===== src/rtl/dsa_pkg.sv =====
package dsa_pkg;
  // Depth of both the multiplier and the adder pipelines; the ring
  // therefore carries this many interleaved partial sums.
  localparam int SEGS = 4;

  typedef enum logic [2:0] {
    ST_IDLE,
    ST_RUN,
    ST_DRAIN,
    ST_RED1,
    ST_RED2
  } st_e;
endpackage


===== src/rtl/dsa_mul_pipe.sv =====
module dsa_mul_pipe
  import dsa_pkg::*;
#(
  parameter int ELEM_W = 8,
  localparam int PW = 2 * ELEM_W,
  localparam int PD = SEGS - 1
) (
  input  logic              clk,
  input  logic              rst_n,
  input  logic              clr_i,
  input  logic              ld_i,
  input  logic [ELEM_W-1:0] a_i,
  input  logic [ELEM_W-1:0] b_i,
  output logic [PW-1:0]     prod_o,
  output logic              vld_o
);
  // Segment 1 holds operands, segments 2..SEGS hold the product.
  logic [ELEM_W-1:0] a_q, a_n, b_q, b_n;
  logic              v0_q, v0_n;
  logic [PW-1:0]     p_q [PD];
  logic [PW-1:0]     p_n [PD];
  logic [PD-1:0]     v_q, v_n;

  always_comb begin
    a_n  = ld_i ? a_i : '0;
    b_n  = ld_i ? b_i : '0;
    v0_n = ld_i;
  end

  assign p_n[0] = clr_i ? '0 : PW'(a_q) * PW'(b_q);
  assign v_n[0] = clr_i ? 1'b0 : v0_q;

  for (genvar g = 1; g < PD; g++) begin : g_dly
    assign p_n[g] = clr_i ? '0 : p_q[g-1];
    assign v_n[g] = clr_i ? 1'b0 : v_q[g-1];
  end

  always_ff @(posedge clk or negedge rst_n) begin
    if (!rst_n) begin
      a_q  <= '0;
      b_q  <= '0;
      v0_q <= 1'b0;
      v_q  <= '0;
      for (int i = 0; i < PD; i++) p_q[i] <= '0;
    end else begin
      a_q  <= a_n;
      b_q  <= b_n;
      v0_q <= v0_n;
      v_q  <= v_n;
      for (int i = 0; i < PD; i++) p_q[i] <= p_n[i];
    end
  end

  assign prod_o = p_q[PD-1];
  assign vld_o  = v_q[PD-1];


  mul_latency_chk: assert property (@(posedge clk) disable iff (!rst_n)
    vld_o |-> prod_o == PW'($past(a_i, 4)) * PW'($past(b_i, 4)));
endmodule


===== src/rtl/dsa_add_ring.sv =====
module dsa_add_ring
  import dsa_pkg::*;
#(
  parameter int ACC_W = 26,
  parameter int PW    = 16
) (
  input  logic                       clk,
  input  logic                       rst_n,
  input  logic                       clr_i,
  input  logic                       en_i,
  input  logic [PW-1:0]              prod_i,
  output logic [SEGS-1:0][ACC_W-1:0] lanes_o
);
  logic [SEGS-1:0][ACC_W-1:0] s_q, s_n;

  // The segment leaving the ring is added to the incoming product and
  // re-enters at the head: SEGS interleaved partial sums.
  always_comb begin
    s_n = s_q;
    if (clr_i) begin
      s_n = '0;
    end else if (en_i) begin
      s_n[0] = s_q[SEGS-1] + ACC_W'(prod_i);
      for (int g = 1; g < SEGS; g++) s_n[g] = s_q[g-1];
    end
  end

  always_ff @(posedge clk or negedge rst_n) begin
    if (!rst_n) s_q <= '0;
    else        s_q <= s_n;
  end

  assign lanes_o = s_q;


  zero_lap_chk: assert property (@(posedge clk) disable iff (!rst_n)
    (en_i && !clr_i && prod_i == '0) |=> s_q[0] == $past(s_q[SEGS-1]));


  frozen_ring_chk: assert property (@(posedge clk) disable iff (!rst_n)
    (!en_i && !clr_i) |=> $stable(s_q));
endmodule


===== src/rtl/dsa_reduce.sv =====
module dsa_reduce
  import dsa_pkg::*;
#(
  parameter int ACC_W = 26
) (
  input  logic                       clk,
  input  logic                       rst_n,
  input  logic                       go1_i,
  input  logic                       go2_i,
  input  logic [SEGS-1:0][ACC_W-1:0] lanes_i,
  output logic [ACC_W-1:0]           sum_o,
  output logic                       done_o
);
  // Two-level tree for the four lanes: pair sums, then the total.
  logic [ACC_W-1:0] lo_q, lo_n, hi_q, hi_n, sum_q, sum_n;
  logic             done_q;

  always_comb begin
    lo_n  = go1_i ? lanes_i[0] + lanes_i[1] : lo_q;
    hi_n  = go1_i ? lanes_i[2] + lanes_i[3] : hi_q;
    sum_n = go2_i ? lo_q + hi_q : sum_q;
  end

  always_ff @(posedge clk or negedge rst_n) begin
    if (!rst_n) begin
      lo_q   <= '0;
      hi_q   <= '0;
      sum_q  <= '0;
      done_q <= 1'b0;
    end else begin
      lo_q   <= lo_n;
      hi_q   <= hi_n;
      sum_q  <= sum_n;
      done_q <= go2_i;
    end
  end

  assign sum_o  = sum_q;
  assign done_o = done_q;


  sum_hold_chk: assert property (@(posedge clk) disable iff (!rst_n)
    !done_o |-> $stable(sum_o));


  done_pulse_chk: assert property (@(posedge clk) disable iff (!rst_n)
    done_o |=> !done_o);
endmodule


===== src/rtl/dot_stream_acc.sv =====
module dot_stream_acc
  import dsa_pkg::*;
#(
  parameter int  ELEM_W  = 8,
  parameter int  MAX_LEN = 1024,
  localparam int PW      = 2 * ELEM_W,
  localparam int ACC_W   = PW + $clog2(MAX_LEN)
) (
  input  logic              clk,
  input  logic              rst_n,
  input  logic              in_valid,
  input  logic              in_last,
  input  logic [ELEM_W-1:0] in_a,
  input  logic [ELEM_W-1:0] in_b,
  output logic [ACC_W-1:0]  out_sum,
  output logic              out_done
);
  localparam int CW = $clog2(SEGS);

  st_e                        st_q, st_n;
  logic [CW-1:0]              cnt_q, cnt_n;
  logic                       accept, start, ring_en;
  logic [PW-1:0]              mul_prod;
  logic                       mul_vld;
  logic [SEGS-1:0][ACC_W-1:0] lanes;

  assign accept  = in_valid && (st_q == ST_IDLE || st_q == ST_RUN);
  assign start   = accept && st_q == ST_IDLE;
  assign ring_en = st_q == ST_RUN || st_q == ST_DRAIN;

  always_comb begin
    st_n  = st_q;
    cnt_n = (st_q == ST_DRAIN) ? cnt_q + 1'b1 : '0;
    case (st_q)
      ST_IDLE:  if (accept) st_n = in_last ? ST_DRAIN : ST_RUN;
      ST_RUN:   if (accept && in_last) st_n = ST_DRAIN;
      ST_DRAIN: if (cnt_q == CW'(SEGS - 1)) st_n = ST_RED1;
      ST_RED1:  st_n = ST_RED2;
      ST_RED2:  st_n = ST_IDLE;
      default:  st_n = ST_IDLE;
    endcase
  end

  always_ff @(posedge clk or negedge rst_n) begin
    if (!rst_n) begin
      st_q  <= ST_IDLE;
      cnt_q <= '0;
    end else begin
      st_q  <= st_n;
      cnt_q <= cnt_n;
    end
  end

  dsa_mul_pipe #(.ELEM_W(ELEM_W)) u_mul (
    .clk    (clk),
    .rst_n  (rst_n),
    .clr_i  (start),
    .ld_i   (accept),
    .a_i    (in_a),
    .b_i    (in_b),
    .prod_o (mul_prod),
    .vld_o  (mul_vld)
  );

  dsa_add_ring #(.ACC_W(ACC_W), .PW(PW)) u_ring (
    .clk     (clk),
    .rst_n   (rst_n),
    .clr_i   (start),
    .en_i    (ring_en),
    .prod_i  (mul_prod),
    .lanes_o (lanes)
  );

  dsa_reduce #(.ACC_W(ACC_W)) u_red (
    .clk     (clk),
    .rst_n   (rst_n),
    .go1_i   (st_q == ST_RED1),
    .go2_i   (st_q == ST_RED2),
    .lanes_i (lanes),
    .sum_o   (out_sum),
    .done_o  (out_done)
  );


  drained_chk: assert property (@(posedge clk) disable iff (!rst_n)
    (st_q == ST_RED1) |-> !mul_vld);


  red_to_done_chk: assert property (@(posedge clk) disable iff (!rst_n)
    (st_q == ST_RED2) |=> out_done);


  start_clear_chk: assert property (@(posedge clk) disable iff (!rst_n)
    start |=> lanes == '0);
endmodule


===== config.mk =====
export PLATFORM = sky130hd
export DESIGN_NAME = dot_stream_acc
export DESIGN_NICKNAME = d
export VERILOG_FILES = /design/src/rtl/dsa_pkg.sv /design/src/rtl/dsa_mul_pipe.sv /design/src/rtl/dsa_add_ring.sv /design/src/rtl/dsa_reduce.sv /design/src/rtl/dot_stream_acc.sv
export SDC_FILE = /design/constraint.sdc
export NUM_CORES = 1
export LEC_CHECK = 0
export CAP_MARGIN = 20
export CELL_PAD_IN_SITES_DETAIL_PLACEMENT = 0
export CELL_PAD_IN_SITES_GLOBAL_PLACEMENT = 1
export CORE_UTILIZATION = 45
export CTS_CLUSTER_DIAMETER = 150
export DETAILED_ROUTE_END_ITERATION = 16
export GPL_TIMING_DRIVEN = 0
export PLACE_DENSITY = 0.87
export SETUP_SLACK_MARGIN = 0.2
export SLEW_MARGIN = 20
export SYNTH_ARGS = -nofsm -noshare
export SYNTH_HDL_FRONTEND = slang
export SYNTH_SLANG_ARGS = --single-unit

===== constraint.sdc =====
create_clock -name clk -period 4.05 [get_ports clk]
set_input_delay 0.81 -clock clk [delete_from_list [all_inputs] [get_ports clk]]
set_output_delay 0.81 -clock clk [all_outputs]
set_load 0.01 [all_outputs]

==> results of run 1 <==
[routing by layer]
layer  GRT usage [%]  up-vias
li1                -     5683
met1           25.57     5621
met2           36.44      199
met3           1.951       68
met4           7.125        0
met5               0        -
[registers in the layout, summed over array words and instances (netlist names)]
name / count
u_mul.p_q: 32
u_mul.prod_o: 16
cnt_q: 2
u_mul.a_q: 8
u_red.sum_o: 26
u_red.hi_q: 26
u_mul.b_q: 8
u_red.lo_q: 26
u_red.done_o: 1
st_q: 3
u_ring.lanes_o: 104
[power breakdown]
part	total, W	switching (W)	internal, W
logic	0.00383	0.00239	0.00143
clock network	0.00253	0.00101	0.00152
registers	0.00366	0.000503	0.00315
total	0.0100	0.00391	0.00611
[worst max-delay path, delay by kind of cell (launching register included)]
kind                     cells  cell delay (ps)
AO/OA/AOI/OAI                5              910
adder cells (fa/ha/maj)      5             2200
buffers and inverters        2              110
AND/OR/NAND/NOR              3              400
flip-flops                   1              460
[cells in the mapped netlist (all sizes together) (13+ instances only)]
cell type and instances:
a211oi 18, a21o 46, a21oi 84, a22o 76, a31oi 15, and2 72
buf 15, clkbuf 43, dfrtp 252, fa 40, ha 128, inv 83
nand2 164, nand3 24, nor2 60, nor2b 50, nor3 15, o21ai 138
o21bai 13, o31ai 14, xnor2 36, xor2 54
[metrics by stage]
| step | TNS [ps] | std cells | worst slack (ps) | hold slack (ps) | area, um2 |
|---|---|---|---|---|---|
| floorplan | 0 | 1560 | 50.43 | 415.0 | 15470 |
| global placement | -2085680 | 2054 | -8308 | 426.1 | 16490 |
| detailed placement | -622.9 | 2057 | -222.2 | 433.9 | 16570 |
| CTS | -107.8 | 2111 | -67.70 | 75.35 | 17580 |
| global route | -831.1 | 2111 | -373.5 | 92.24 | 17610 |
| finish | -212.3 | 2111 | -153.8 | 85.05 | 17610 |
[repair_timing]
action | in CTS | in global routing
pin swaps | 8 | 3
gates resized for setup | 19 | 7
buffers inserted | 6 | 0
endpoints found under the setup margin | 8 | 8
[cell families (layout without fill, tap and decap cells)]
group / count (synthesis) / after routing / share of synthesized area, %
simple gates: 439 / 439 / 14.17
xor+xnor: 90 / 90 / 5.125
fa+ha+maj: 168 / 168 / 15.62
compound gates: 466 / 466 / 20.29
flops: 252 / 252 / 41.00
buf+inv: 141 / 244 / 3.531
mux: 4 / 4 / 0.2603
[layout make-up]
cell class	instances	area [um2]	area share [%]
Multi-Input combinational cell	1167	8677	49.28
Sequential cell	252	6324	35.92
Clock buffer	39	780.7	4.434
Timing Repair Buffer	55	593.1	3.368
Tap cell	448	560.5	3.184
Inverter	83	311.5	1.769
Buffer	58	231.5	1.315
Clock inverter	9	128.9	0.7320
[worst min-delay path by stage]
stage | startpoint | endpoint | slack (ps)
floorplan | cnt_q[0]$_DFF_PN0_ | cnt_q[0]$_DFF_PN0_ | 410
global placement | cnt_q[0]$_DFF_PN0_ | cnt_q[0]$_DFF_PN0_ | 430
detailed placement | cnt_q[0]$_DFF_PN0_ | cnt_q[0]$_DFF_PN0_ | 430
CTS | rst_n | u_red.sum_o[25]$_DFFE_PN0P_ | 80
global route | rst_n | u_red.sum_o[25]$_DFFE_PN0P_ | 90
finish | rst_n | u_red.sum_o[25]$_DFFE_PN0P_ | 90
==> impl_metrics.yaml, run 1 <==
setup_path:
  reg2regPathDepth: 15
  r2r-start: "u_mul.a_q[1]$_DFF_PN0_"
  worstPathCellList: "and2_4 -> fa_2 -> fa_1 -> inv_1 -> fa_1 -> fa_1 -> inv_1 -> ha_4 -> a21o_1 -> nand2_2 -> a21oi_1 -> a21oi_2 -> nor2b_1 -> o21ai_0 -> a2111oi_2"
  rr_endpoint: "u_mul.p_q[45]$_DFF_PN0_"
  crit_start: "u_mul.a_q[1]$_DFF_PN0_"
  crit_type: "flop to flop"
  cp-endpoint: "u_mul.p_q[45]$_DFF_PN0_"
  max_stage_delay_ps: 550
  worst-path-max-fanout: 8
  cp.required_ps: 4470
  arrival_ps: 4620
  cp-start-kind: "flop"
  cp_slowest_cell: "fa_1"
  crit_path_end_kind: "flop"
  r2r_setup_slack_ps: -150
  path_common_cell: "fa_1"
timing:
  fmax_mhz: 237.9
  finalHoldViolations: 0
  finalCritPeriodShare_pct: 103.8
  tightest_slew_ps: 959.4
  drv_slew: 0
  relSlewSlack_pct: 35.90
  skew_ps: 34.70
  setup_viol: 2
  min_period_ps: 4204
  worst_slack_ps: -153.8
  rsz0062_at_grt: "yes"
clock_network:
  cts.sinks: 252
  cts_tree: "built"
  cts_root_buffer: "clkbuf_16"
  cts-buffers-inserted: 27
  cts_hold_buf: 0
  path_clk_slew_ps: 60
  ctsLongestPathBuffers: 3
  htreeDepth: 1
  clkLatencyLatePin_ps: 560
die:
  die_x_um: 186.9
  initial_core_util_pct: 45.75
  fp.dieArea_um2: 34920
  row_count: 67
  die_y_um: 186.9
  core_area_um2: 33620
  pin_count: 47
yosys:
  syn_area_um2: 15380
  yosys-top-cells-area: "dfrtp_1 41%, ha_1 10%, fa_1 5.2%"
  syn_inst: 1560
  ys_seq_area_share_pct: 41.00
  yosysWarnings: 0
  synth_area_leader_cell: "dfrtp_1"
  async_flop_share_pct: 100.0
  synth-edff-count: 0
  yosysTopAreaCellShare_pct: 41.00
  ys.flop_type: "dfrtp_1"
  netlist-cell-type-count: 69
  synth_nets: 1748
  ys_ff_latch: 252
  syn-mean-instance-area_um2: 9.859
final_layout:
  layout_common_cells: "238 x dfrtp_1, 163 x nand2_1, 132 x o21ai_0"
  final_layout_size_suffix_gt1_share_pct: 7.517
  final_common_cell: "dfrtp_1"
  diodes: 0
  fin_nets: 1832
  fillers: 2978
  area_growth_pct: 14.48
  final_core_util_pct: 52.38
route:
  firstDrtPassIters: 5
  routedWlPerCell_um: 16.41
  wl_met3_um: 982
  route.antenna.remaining_nets: 0
  drtIter0Drc: 656
  highest_layer: "met4"
  drt-met1-wl_um: 15400
  drc: 0
  met2_length_um: 17070
  vias_per_cell: 5.481
  drt_wl_total_um: 34640
  vias: 11570
global_routing:
  grt_pass1_wl_um: 58370
  grt.total_usage_pct: 20.34
  grt_pass1_vias: 11800
  grt_overflow: 0
  grt_antenna_before_repair: 0
  grt_max_degree: 94
hold_path:
  worstHoldPathType: "input port to async pin"
pwr:
  leakage_nw: 8.646
  vdd_drop_max_v: 0.0003422
  p_per_area_nw_per_um2: 569.0
  finalPower_w: 0.01002
status:
  violations: "negative setup slack"
  status: "complete, but fails checks"
placed_design:
  routabilityCongestion: 0.8720
  dp_hpwl_um: 27130
  port_buffers: 46
flow_run:
  maxCapViolations: 0
Power figures use the tool's default switching activity.
==> inputs of run 2 (changes only) <==
==> constraint.sdc (replaced) <==
create_clock -name clk -period 4.05 [get_ports clk]
set_input_delay 0.6075 -clock clk [delete_from_list [all_inputs] [get_ports clk]]
set_output_delay 0.6075 -clock clk [all_outputs]
set_load 0.01 [all_outputs]
==> run 2 against run 1 <==
  * The flow still finishes with violations (negative setup slack)
  * Worst setup slack improved by 1.9 ps
  * Count of clock-buffer cells in the layout unchanged
  * Via count decreased by 0.25%
  * Clock power about the same
  * Flip-flop and latch count unchanged
  * Critical endpoint unchanged
  * Largest cell class unchanged
==> impl_metrics.yaml, run 2 (synthesis gave the netlist of run 1 again) <==
status:
  status: "complete, but fails checks"
  violations: "negative setup slack"
global_routing:
  grt_use_met3_pct: 1.951
  grt_overflow: 0
  grt.total_usage_pct: 20.34
  top_usage_layer: "met2"
  grt.met2_usage_pct: 36.44
  grt_pass1_wl_um: 58370
  grt_pass1_vias: 11800
  grt_max_degree: 94
  grt_antenna_before_repair: 0
  grt_use_met1_pct: 25.57
final_layout:
  multi_input_area_um2: 8677
  diodes: 0
  fin_nets: 1833
  largest_reg_flops: 104
  seqCellArea_um2: 6324
  fillers: 2979
  final_common_cell: "dfrtp_1"
  final_core_util_pct: 52.41
  layout_common_cells: "238 x dfrtp_1, 163 x nand2_1, 132 x o21ai_0"
  final_layout_size_suffix_gt1_share_pct: 7.512
  fin_area_um2: 17620
  area_growth_pct: 14.55
timing:
  tightest_slew_ps: 960.8
  finalCritPeriodShare_pct: 103.8
  whs_ps: 437.9
  fmax_mhz: 238.0
  rsz0062_at_grt: "yes"
  finalHoldViolations: 0
  relSlewSlack_pct: 35.81
  setup_viol: 2
  skew_ps: 33.33
  worst_slack_ps: -151.9
  min_period_ps: 4202
  drv_slew: 0
hold_path:
  worstHoldPathType: "flop to flop"
  hold_depth: 1
route:
  route.antenna.remaining_nets: 0
  routedWlPerCell_um: 16.40
  drt_wl_total_um: 34640
  drtIter0Drc: 638
  vias_per_cell: 5.465
  drc: 0
  firstDrtPassIters: 5
  vias: 11540
setup_path:
  reg2regPathDepth: 15
  cp.required_ps: 4470
  worst-path-max-fanout: 8
  crit_path_end_kind: "flop"
  cp-start-kind: "flop"
  crit_type: "flop to flop"
  arrival_ps: 4620
pwr:
  vdd_drop_max_v: 0.0003438
  finalPower_w: 0.01002
  p_per_area_nw_per_um2: 568.8
  leakage_nw: 8.650
die:
  core_area_um2: 33620
  pin_count: 47
  die_x_um: 186.9
  die_y_um: 186.9
  initial_core_util_pct: 45.75
  fp.dieArea_um2: 34920
  row_count: 67
clock_network:
  path_clk_slew_ps: 60
  cts_root_buffer: "clkbuf_16"
  ctsLongestPathBuffers: 3
  cts.sinks: 252
  cts_tree: "built"
  cts-buffers-inserted: 27
  htreeDepth: 1
  clkLatencyLatePin_ps: 560
placed_design:
  dp_slack_ps: -222.2
  dp_hpwl_um: 27130
  port_buffers: 46
  placed_area_um2: 16570
  routabilityCongestion: 0.8720
flow_run:
  maxCapViolations: 0
run 2: per-layer routing:
metal | routed length (um) | up-vias
met5 | 0 | -
met1 | 15390 | 5596
li1 | - | 5687
met3 | 986 | 68
met2 | 17070 | 191
met4 | 1191 | 0
run 2: area by class of cell:
| class | instances | share of cell area, % |
|---|---|---|
| multi-input combinational | 1167 | 49.25 |
| sequential | 252 | 35.89 |
| clock buffer | 39 | 4.432 |
| timing repair buffer | 56 | 3.423 |
| tap | 448 | 3.182 |
| inverter | 83 | 1.768 |
| buffer | 58 | 1.314 |
| clock inverter | 9 | 0.7315 |
run 2: critical path, stage by stage, from the launching register on:
cell and delay [ps]:
dfrtp_2 460, and2_4 180, fa_2 390, fa_1 530, inv_1 50, fa_1 460, fa_1 550, inv_1 60
ha_4 270, a21o_1 150, nand2_2 90, a21oi_1 170, a21oi_2 90, nor2b_1 130, o21ai_0 110, a2111oi_2 380
run 2: final timing paths:
check	startpoint	to	slack [ps]
worst max-delay path	u_mul.a_q[1]$_DFF_PN0_	u_mul.p_q[45]$_DFF_PN0_	-150
worst min-delay path	cnt_q[0]$_DFF_PN0_	cnt_q[0]$_DFF_PN0_	440
worst max register to register	u_mul.a_q[1]$_DFF_PN0_	u_mul.p_q[45]$_DFF_PN0_	-150
worst min register to register	cnt_q[0]$_DFF_PN0_	cnt_q[0]$_DFF_PN0_	440
max in group asynchronous	rst_n	u_mul.a_q[5]$_DFF_PN0_	2420
min in group asynchronous	rst_n	u_red.sum_o[25]$_DFFE_PN0P_	480
run 2: power breakdown:
group	leakage [nW]	switching (W)	internal (W)	total, W
Sequential	3.43	0.000503	0.00315	0.00366
Clock	0.442	0.00101	0.00152	0.00253
Combinational	4.78	0.00240	0.00144	0.00383
Total	8.65	0.00391	0.00611	0.0100
run 2: timing repair:
item | CTS | global route
resized for setup | 19 | 7
pin swaps | 8 | 3
setup endpoints to repair | 8 | 8
hold buffers | 1 | 0
setup buffers | 6 | 0
endpoints found under the hold margin | 25 | 0
run 2: metrics by stage:
step / TNS, ps / cells
global placement: -2034650 / 2054
global route: -831.1 / 2112
finish: -212.2 / 2112
detailed placement: -622.9 / 2057
floorplan: 0 / 1560
CTS: -107.8 / 2112
==> inputs of run 3 (changes only) <==
CORE_UTILIZATION = 53   (was 45)
PLACE_DENSITY = 0.95   (was 0.87)
clock period = 5.4 ns   (was 4.05 ns; I/O delays follow)
==> run 3 against run 2 <==
  * The flow now finishes without violations
  * Sequential power decreased by 25%
  * Design area decreased by 1.4%
  * Cell count decreased by 3.6%
  * First-iteration DRC count decreased by 4.9%
  * Core utilization increased by 9.3 points
  * Die area decreased by 15%
  * Sequential share of layout area increased by 0.41 points
  * Non-clock buffer count decreased by 8
  * Largest cell class unchanged
==> impl_metrics.yaml, run 3 (synthesis gave the netlist of run 1 again) <==
final_layout:
  fillers: 2304
  fin_nets: 1826
  final_common_cell: "dfrtp_1"
  final_layout_size_suffix_gt1_share_pct: 4.943
  largest_reg_flops: 104
  final_cells: 2037
  diodes: 0
  area_growth_pct: 12.94
  layout_common_cells: "252 x dfrtp_1, 164 x nand2_1, 133 x o21ai_0"
pwr:
  p_per_area_nw_per_um2: 438.1
  vdd_drop_max_v: 0.0002543
  finalPower_w: 0.007609
  leakage_nw: 8.673
timing:
  drv_slew: 0
  finalHoldViolations: 0
  fmax_mhz: 224.1
  setup_viol: 0
  relSlewSlack_pct: 41.34
  min_period_ps: 4461
  finalCritPeriodShare_pct: 82.62
  rsz0062_at_grt: "no"
  skew_ps: 27.14
  tns_ps: 0
  tightest_slew_ps: 878.0
global_routing:
  grt.total_usage_pct: 24.31
  grt_overflow: 0
  grt_pass1_wl_um: 57100
  grt_pass1_vias: 11670
  grt_max_degree: 101
  grt_antenna_before_repair: 0
die:
  die_y_um: 172.3
  pin_count: 47
  initial_core_util_pct: 54.61
  die_x_um: 172.3
  core_area_um2: 28160
  row_count: 61
  fp.dieArea_um2: 29700
route:
  routedWlPerCell_um: 16.76
  vias: 11550
  vias_per_cell: 5.672
  firstDrtPassIters: 5
  route.antenna.remaining_nets: 0
  drt_wl_total_um: 34150
  drtIter0Drc: 607
  drc: 0
placed_design:
  port_buffers: 46
  routabilityCongestion: 0.8654
  dp.cells: 1986
  dp_hpwl_um: 26610
setup_path:
  cp.required_ps: 5820
  cp-start-kind: "flop"
  arrival_ps: 4880
  crit_path_end_kind: "flop"
  crit_type: "flop to flop"
  worst-path-max-fanout: 8
clock_network:
  cts.sinks: 252
  clkLatencyLatePin_ps: 570
  cts_tree: "built"
  cts-resized-gates: 0
  htreeDepth: 1
  post-cts-setup-buffer-count: 0
  ctsLongestPathBuffers: 3
  cts_root_buffer: "clkbuf_16"
  cts_hold_buf: 0
  path_clk_slew_ps: 60
  cts-buffers-inserted: 28
hold_path:
  worstHoldPathType: "input port to async pin"
flow_run:
  maxCapViolations: 0
status:
  status: "complete, no violations"
[run 3: worst paths after layout]
path                                              start                        endpoint  slack, ps  cells after the start
worst min-delay path                              rst_n       u_red.lo_q[2]$_DFFE_PN0P_        240                      1
min in group clk                u_mul.p_q[29]$_DFF_PN0_      u_mul.prod_o[13]$_DFF_PN0_        440                      1
worst max-delay path             u_mul.a_q[1]$_DFF_PN0_         u_mul.p_q[47]$_DFF_PN0_        940                     15
worst max register to register   u_mul.a_q[1]$_DFF_PN0_         u_mul.p_q[47]$_DFF_PN0_        940                     15
max in group asynchronous                         rst_n  u_ring.lanes_o[46]$_DFFE_PN0P_       3970                      3
worst min register to register  u_mul.p_q[29]$_DFF_PN0_      u_mul.prod_o[13]$_DFF_PN0_        440                      1
[run 3: layer usage]
| metal | vias up | part of all wire, % | GRT usage, % |
|---|---|---|---|
| li1 | 5687 | - | - |
| met2 | 256 | 49 | 43.27 |
| met5 | - | 0 | 0 |
| met4 | 0 | 3.4 | 8.811 |
| met1 | 5549 | 44 | 30.25 |
| met3 | 62 | 3.8 | 2.907 |
[run 3: through the flow]
| step | cell area [um2] | setup WS [ps] | hold WS (ps) | util (%) |
|---|---|---|---|---|
| 6_report | 17370 | 938.6 | 235.5 | 61.68 |
| 5_1_grt | 17370 | 678.1 | 272.0 | 61.68 |
| 2_1_floorplan | 15380 | 1206 | 415.0 | - |
| 4_1_cts | 17370 | 900.6 | 252.0 | 61.68 |
| 3_3_place_gp | 16310 | -6735 | 425.6 | 57.92 |
| 3_5_place_dp | 16370 | 927.9 | 440.2 | 58.14 |
[run 3: report_power, final]
group          internal, W  total (W)  switching, W  leakage [nW]
clock              0.00122    0.00200      0.000786         0.485
sequential         0.00236    0.00275      0.000389          3.45
combinational      0.00105    0.00285       0.00180          4.74
total              0.00463    0.00761       0.00298          8.67
[run 3: area by class of cell]
type	count	area (um2)	share of cell area, %
repair buffers	48	520.5	2.996
flip-flops and latches	252	6306	36.30
clock inverters	15	216.5	1.246
clock buffers	36	780.7	4.495
well taps	378	473.0	2.723
inverters	83	311.5	1.794
plain buffers	58	231.5	1.333
multi-input cells	1167	8531	49.11
[run 3: worst max-delay path: stages, from the launching register on]
cell,delay [ps]
dfrtp_1,470
and2_1,220
fa_1,500
fa_1,520
fa_1,540
inv_1,50
fa_1,520
inv_1,40
ha_1,320
o21a_1,180
nor2_1,160
a211oi_1,100
or3_1,340
a21oi_1,180
xnor2_1,130
nor2_1,50
